## src/rtl/boot_copier_pkg.sv

```systemverilog
`timescale 1ns/1ps
package boot_copier_pkg;

  typedef enum logic [2:0] {
    ST_START,
    ST_HDR,
    ST_READ,
    ST_WRITE,
    ST_DONE
  } boot_state_t;

  localparam logic [7:0] FLASH_READ_CMD = 8'h03;
  localparam int unsigned HDR_BYTES     = 4;
  localparam int unsigned WORD_BYTES    = 4;

  // Byte length rounded up to whole 32-bit words.
  function automatic int unsigned words_for_bytes(input int unsigned nbytes);
    return (nbytes + WORD_BYTES - 1) / WORD_BYTES;
  endfunction

  // Little-endian placement: lane 0 lands in bits 7:0.
  function automatic logic [31:0] place_byte(input logic [31:0] word,
                                             input logic [1:0]  lane,
                                             input logic [7:0]  data);
    logic [31:0] r;
    r = word;
    r[lane*8 +: 8] = data;
    return r;
  endfunction

endpackage

```

## src/rtl/boot_spi_shifter.sv

```systemverilog
`timescale 1ns/1ps
// One SPI mode-0 byte exchange, MSB first. Serial clock half period is
// CLK_HALF system clocks.
module boot_spi_shifter #(
  parameter int unsigned CLK_HALF = 2
) (
  input  logic       clk,
  input  logic       rst,
  input  logic       start,
  input  logic [7:0] tx_byte,
  output logic       done,
  output logic [7:0] rx_byte,
  output logic       sck,
  output logic       mosi,
  input  logic       miso
);
  localparam int unsigned DIV_W = (CLK_HALF > 1) ? $clog2(CLK_HALF) : 1;
  localparam logic [DIV_W-1:0] DIV_LAST = DIV_W'(CLK_HALF - 1);

  logic             busy;
  logic [DIV_W-1:0] div_cnt;
  logic [2:0]       bit_cnt;
  logic [7:0]       tx_sh;
  logic [7:0]       rx_sh;
  logic             half_tick;

  assign half_tick = busy && (div_cnt == DIV_LAST);
  assign mosi      = tx_sh[7];
  assign rx_byte   = rx_sh;

  always_ff @(posedge clk) begin
    if (rst) begin
      busy    <= 1'b0;
      div_cnt <= '0;
      bit_cnt <= '0;
      tx_sh   <= '0;
      rx_sh   <= '0;
      sck     <= 1'b0;
      done    <= 1'b0;
    end else begin
      done <= 1'b0;
      if (start && !busy) begin
        busy    <= 1'b1;
        div_cnt <= '0;
        bit_cnt <= '0;
        tx_sh   <= tx_byte;
        sck     <= 1'b0;
      end else if (busy) begin
        div_cnt <= half_tick ? '0 : div_cnt + 1'b1;
        if (half_tick) begin
          if (!sck) begin
            sck   <= 1'b1;
            rx_sh <= {rx_sh[6:0], miso};
          end else begin
            sck   <= 1'b0;
            tx_sh <= {tx_sh[6:0], 1'b0};
            if (bit_cnt == 3'd7) begin
              busy <= 1'b0;
              done <= 1'b1;
            end else begin
              bit_cnt <= bit_cnt + 1'b1;
            end
          end
        end
      end
    end
  end
endmodule

```

## src/rtl/boot_dest_counters.sv

```systemverilog
`timescale 1ns/1ps
// Destination word address and remaining-word count, both reloaded on reset.
module boot_dest_counters #(
  parameter int unsigned WADDR_W    = 18,
  parameter int unsigned CNT_W      = 8,
  parameter int unsigned START_WORD = 0,
  parameter int unsigned WORDS      = 1
) (
  input  logic               clk,
  input  logic               rst,
  input  logic               advance,
  output logic [WADDR_W-1:0] cur_waddr,
  output logic [CNT_W-1:0]   words_left
);
  always_ff @(posedge clk) begin
    if (rst) begin
      cur_waddr  <= WADDR_W'(START_WORD);
      words_left <= CNT_W'(WORDS);
    end else if (advance) begin
      cur_waddr  <= cur_waddr + 1'b1;
      words_left <= words_left - 1'b1;
    end
  end
endmodule

```

## src/rtl/spi_boot_copier.sv

```systemverilog
`timescale 1ns/1ps
module spi_boot_copier
  import boot_copier_pkg::*;
#(
  parameter int unsigned ADDR_W     = 20,
  parameter int unsigned START_WORD = 32'h00100,
  parameter int unsigned SIZE_BYTES = 1024,
  parameter int unsigned CLK_HALF   = 2
) (
  input  logic              clk,
  input  logic              rst,
  input  logic              boot_en,
  output logic              cpu_hold,
  output logic              mem_rst,
  output logic              spi_sck,
  output logic              spi_mosi,
  input  logic              spi_miso,
  output logic              spi_cs_n,
  output logic              wb_cyc,
  output logic              wb_stb,
  output logic              wb_we,
  output logic [3:0]        wb_sel,
  output logic [ADDR_W-1:0] wb_adr,
  output logic [31:0]       wb_dat_o,
  input  logic              wb_ack
);
  localparam int unsigned WADDR_W = ADDR_W - 2;
  localparam int unsigned WORDS   = words_for_bytes(SIZE_BYTES);
  localparam int unsigned CNT_W   = $clog2(WORDS + 2);

  boot_state_t        state;
  logic [1:0]         hdr_idx;
  logic [1:0]         lane;
  logic [31:0]        word_buf;
  logic               spi_start;
  logic [7:0]         spi_tx;
  logic               spi_done;
  logic [7:0]         spi_rx;
  logic [WADDR_W-1:0] cur_waddr;
  logic [CNT_W-1:0]   words_left;

  // Named events for the checker.
  logic word_fire;
  logic last_word;
  assign word_fire = (state == ST_WRITE) && wb_ack;
  assign last_word = (words_left == CNT_W'(1));

  boot_spi_shifter #(.CLK_HALF(CLK_HALF)) u_spi (
    .clk     (clk),
    .rst     (rst),
    .start   (spi_start),
    .tx_byte (spi_tx),
    .done    (spi_done),
    .rx_byte (spi_rx),
    .sck     (spi_sck),
    .mosi    (spi_mosi),
    .miso    (spi_miso)
  );

  boot_dest_counters #(
    .WADDR_W    (WADDR_W),
    .CNT_W      (CNT_W),
    .START_WORD (START_WORD),
    .WORDS      (WORDS)
  ) u_cnt (
    .clk        (clk),
    .rst        (rst),
    .advance    (word_fire),
    .cur_waddr  (cur_waddr),
    .words_left (words_left)
  );

  always_ff @(posedge clk) begin
    if (rst) begin
      state     <= ST_START;
      spi_cs_n  <= 1'b1;
      spi_start <= 1'b0;
      spi_tx    <= '0;
      hdr_idx   <= '0;
      lane      <= '0;
      word_buf  <= '0;
    end else begin
      spi_start <= 1'b0;
      case (state)
        ST_START: begin
          if (!boot_en || words_left == '0) begin
            state <= ST_DONE;
          end else begin
            spi_cs_n  <= 1'b0;
            spi_tx    <= FLASH_READ_CMD;
            spi_start <= 1'b1;
            hdr_idx   <= '0;
            state     <= ST_HDR;
          end
        end
        ST_HDR: begin
          if (spi_done) begin
            spi_tx    <= 8'h00;
            spi_start <= 1'b1;
            if (hdr_idx == 2'(HDR_BYTES - 1)) begin
              lane  <= '0;
              state <= ST_READ;
            end else begin
              hdr_idx <= hdr_idx + 1'b1;
            end
          end
        end
        ST_READ: begin
          if (spi_done) begin
            word_buf <= place_byte(word_buf, lane, spi_rx);
            if (lane == 2'(WORD_BYTES - 1)) begin
              state <= ST_WRITE;
            end else begin
              lane      <= lane + 1'b1;
              spi_tx    <= 8'h00;
              spi_start <= 1'b1;
            end
          end
        end
        ST_WRITE: begin
          if (wb_ack) begin
            if (last_word) begin
              state    <= ST_DONE;
              spi_cs_n <= 1'b1;
            end else begin
              lane      <= '0;
              spi_tx    <= 8'h00;
              spi_start <= 1'b1;
              state     <= ST_READ;
            end
          end
        end
        ST_DONE: state <= ST_DONE;
        default: state <= ST_DONE;
      endcase
    end
  end

  assign cpu_hold = rst || (state != ST_DONE);
  assign mem_rst  = rst;
  assign wb_cyc   = (state == ST_WRITE);
  assign wb_stb   = (state == ST_WRITE);
  assign wb_we    = (state == ST_WRITE);
  assign wb_sel   = (state == ST_WRITE) ? 4'hF : 4'h0;
  assign wb_adr   = {cur_waddr, 2'b00};
  assign wb_dat_o = word_buf;

endmodule

```

## config.mk

```make
export PLATFORM = sky130hd
export DESIGN_NAME = spi_boot_copier
export DESIGN_NICKNAME = d
export VERILOG_FILES = /design/src/rtl/boot_copier_pkg.sv /design/src/rtl/boot_spi_shifter.sv /design/src/rtl/boot_dest_counters.sv /design/src/rtl/spi_boot_copier.sv
export SDC_FILE = /design/constraint.sdc
export NUM_CORES = 1
export LEC_CHECK = 0
export CAP_MARGIN = 20
export CORE_UTILIZATION = 53
export CTS_CLUSTER_DIAMETER = 40
export CTS_CLUSTER_SIZE = 30
export DETAILED_ROUTE_END_ITERATION = 10
export PLACE_DENSITY = 0.88
export SLEW_MARGIN = 20
export SYNTH_ARGS = -nofsm -noshare
export SYNTH_HDL_FRONTEND = slang
export SYNTH_SLANG_ARGS = --single-unit
```

## constraint.sdc

```tcl
create_clock -name clk -period 2.13 [get_ports clk]
set_input_delay 0.213 -clock clk [delete_from_list [all_inputs] [get_ports clk]]
set_output_delay 0.213 -clock clk [all_outputs]
set_load 0.05 [all_outputs]
```

==> impl_metrics.csv <==
group,metric,value,unit
job,max_cap_violations,0,
setup_path,launch_point_of_the_worst_path,"state[1]",
logic_synthesis,synthesis.yosys.warnings,0,
cts,master_cell_of_the_clock_root_buffer,"clkbuf_8",
global_routing,grtUsageTotal,22.9,%
cts,path_clk_slew,100,ps
cts,cts_resized,0,
placement,dpl.cell_count,621,
hold_path,hold-path-endpoint,"u_cnt.cur_waddr[7]",
hold_path,whs_path_depth,3,
logic_synthesis,netlist_instances,475,
sta,timing.final.crit_share,94.7,%
setup_path,timing.critical_path.fanout_max,11,
sta,report.final.setup_viol,0,
global_routing,grt.overflow.total,0,
layout,ratio_of_cells_with_drive_above_1_in_the_final_layout,9.11,%
logic_synthesis,post_synth_top_flop,"dfxtp_1",
detailed_routing,via_count,3476,
setup_path,crit_top_cell,"buf_4",
logic_synthesis,syn_area,0.00401,sq mm
global_routing,grt_pass1_vias,3269,
placement,io_buffers,66,
layout,ant_diodes,0,
layout,final_layout_net_count,551,
cts,cts_tree,"done",
outcome,run_status,"complete, no violations",
power_and_ir_drop,p_leak,1.78,nW
detailed_routing,wirelength,8720,um
die,io-pin-count,69,
hold_path,hold_crit_path_type,"input port to flip-flop",
setup_path,critical_path.reg2reg.endpoint,"u_cnt.cur_waddr[14]",
sta,rsz0062_at_grt,"false",
logic_synthesis,async_reset_ff_share,0,%
cts,cts_setup_buffers,0,
logic_synthesis,postSynthAreaPerCell,8.45,sq um
global_routing,grt_start_max_net_pins,92,
sta,max_freq,0.496,GHz
cts,cts_sinks,92,
setup_path,critPathCaptureType,"output pin",
cts,cts_max_level,3,
setup_path,worst-setup-path-type,"flip-flop to output pin",
cts,cts_hold_buffers,0,
setup_path,worstPathArrival,1800,ps
die,initial_core_utilization,55.0,%
detailed_routing,wl_per_cell,13.7,um
logic_synthesis,synth_seq_area_share,45.9,%
logic_synthesis,total_of_flip_flops_plus_latches_after_synthesis,92,
logic_synthesis,synth_edf_count,0,
sta,worst_pin_slew,535,ps
setup_path,critical_path_slowest_stage_cell,"or4b_2",
sta,hold_violations,0,
detailed_routing,drt-vias-per-instance,5.46,
setup_path,worstSetupStartpointType,"flip-flop",
cts,clk_latency,370,ps
detailed_routing,remaining_drc_errors,0,
layout,final_cells,637,
sta,timing.final.crit_period,2020,ps
cts,clock_tree.buffer_depth,2,
setup_path,timing.critical_path.slowest_cell_delay,700,ps
power_and_ir_drop,max-vdd-ir-drop,538,uV
die,dieHeight,89.0,um
detailed_routing,antenna_nets_post_route,0,
placement,place_congestion,0.813,
setup_path,r2r_slack,220,ps
placement,detailed_place_hpwl,6070,um
power_and_ir_drop,power.density_cell_area,617,mW/mm^2
sta,finalSetupTns,0,ps
layout,utilization,67.6,%
hold_path,hold_path_startpoint,"rst",
die,fp-row-count,31,
global_routing,wire_length_of_the_first_global_routing_pass,14300,um
sta,timing.max_slew.rel_slack,64.3,%
layout,synthToLayoutAreaGrowth,22.8,%
detailed_routing,drtPass1Iterations,4,
setup_path,critical_path.cell_chain,"buf_4, or4b_2, buf_4",
sta,finalMaxSlewViolations,0,
setup_path,critPathRequiredTime,1920,ps
cts,cts_inserted_buffers,9,
die,full_die_area,0.00792,sq mm
die,dieWidth,89.0,um
sta,timing.clock.skew,11.0,ps
logic_synthesis,netlist-cell-type-count,53,
detailed_routing,drt_iter0_markers,156,
setup_path,worstRegToRegCells,4,
setup_path,regToRegStartpoint,"u_cnt.cur_waddr[3]",
global_routing,antenna_found_initial,0,
die,coreArea,0.00729,sq mm
## power breakdown
group | internal, mW | total [mW] | switching, mW
sequential | 1.73 | 1.75 | 0.0169
combinational | 0.0549 | 0.150 | 0.0947
clock | 0.455 | 1.14 | 0.682
## worst max-delay path: cells and delay by family, from the launching register on
family	cells	cell delay, ps
flops	1	350
simple gates	1	700
buf+inv	2	400
## synthesized netlist by cell type (all sizes together) (2+ instances only)
master	number	share of area [%]
dfxtp	92	46
nand2	67	6.3
a21oi	55	6.9
nand3	43	5.4
nor2	38	3.6
clkbuf	24	2.2
ha	13	4.1
buf	12	2.0
o21ai	10	1.2
xor2	9	2.0
inv	8	0.75
mux2i	8	2.0
xnor2	8	1.7
nand2b	7	1.1
nand4	7	1.1
nor3	7	0.87
nor3b	6	1.1
or3	6	0.94
and3	5	0.78
nand3b	5	0.94
nor2b	5	0.78
and2	4	0.62
nor4	4	0.78
mux2	3	0.84
a211o	2	0.44
a311oi	2	0.59
a41oi	2	0.44
nand4b	2	0.44
o31a	2	0.44
## per-layer routing
layer	wire length, um	global-route usage, %	vias to the layer above
met1	3850	29.5	1631
met3	383	3.51	10
li1	-	-	1744
met4	120	9.96	0
met2	4370	38.4	91
met5	0	0	-
## through the flow
stage	cell area [sq um]	setup slack, ps	hold slack (ps)	power, mW
2_1_floorplan	4020	18.1	353	1.90
3_3_place_gp	4740	119	437	1.94
3_5_place_dp	4740	86.0	446	1.94
4_1_cts	4930	114	364	3.06
5_1_grt	4930	76.4	392	3.15
6_report	4930	113	368	3.04
## sequential cells by signal (all words and copies together), names as in the netlist
signal and cells:
state 3, u_spi.tx_sh 8, hdr_idx 2, u_spi.bit_cnt 3
spi_start 1, lane 2, u_spi.rx_byte 8, spi_cs_n 1
u_spi.busy 1, wb_dat_o 32, u_cnt.cur_waddr 18, spi_tx 1
u_spi.sck 1, u_spi.done 1, u_cnt.words_left 9, u_spi.div_cnt 1
## area by class of cell
type                            instances  area (sq um)
Fill cell                             605          2360
Clock buffer                            9           124
Multi-Input combinational cell        340          1970
Tap cell                               99           124
Clock inverter                          7          65.1
Inverter                                8          30.0
Timing Repair Buffer                   82           768
Sequential cell                        92          1840
## worst max path at each step
stage                          endpoint  slack, ps
finish                         cpu_hold        110
detailed placement  u_cnt.cur_waddr[14]         90
CTS                            cpu_hold        110
floorplan           u_cnt.cur_waddr[10]         20
global placement    u_cnt.cur_waddr[10]        120
global route                   cpu_hold         80
## logic make-up after synthesis
group	after synthesis	synth area share (%)
AND/OR/NAND/NOR	214	26.5
flip-flops	92	45.9
multiplexers	11	2.84
adder cells (fa/ha/maj)	13	4.05
other	1	0.0935
AO/OA/AOI/OAI	83	11.9
XOR/XNOR	17	3.71
buffers and inverters	44	4.99
## placed cells by master (no fill, tap or decap), types with 8 or more instances in the layout
| cell type | instances |
|---|---|
| ha_1 | 13 |
| buf_4 | 23 |
| clkdlybuf4s50_1 | 57 |
| mux2i_1 | 8 |
| xnor2_1 | 8 |
| xor2_1 | 9 |
| nand2_1 | 67 |
| o21ai_0 | 10 |
| clkbuf_8 | 9 |
| dfxtp_1 | 92 |
| a21oi_1 | 55 |
| inv_1 | 8 |
| nor2_1 | 38 |
| nand3_1 | 43 |
(Power assumes the default switching activity.)
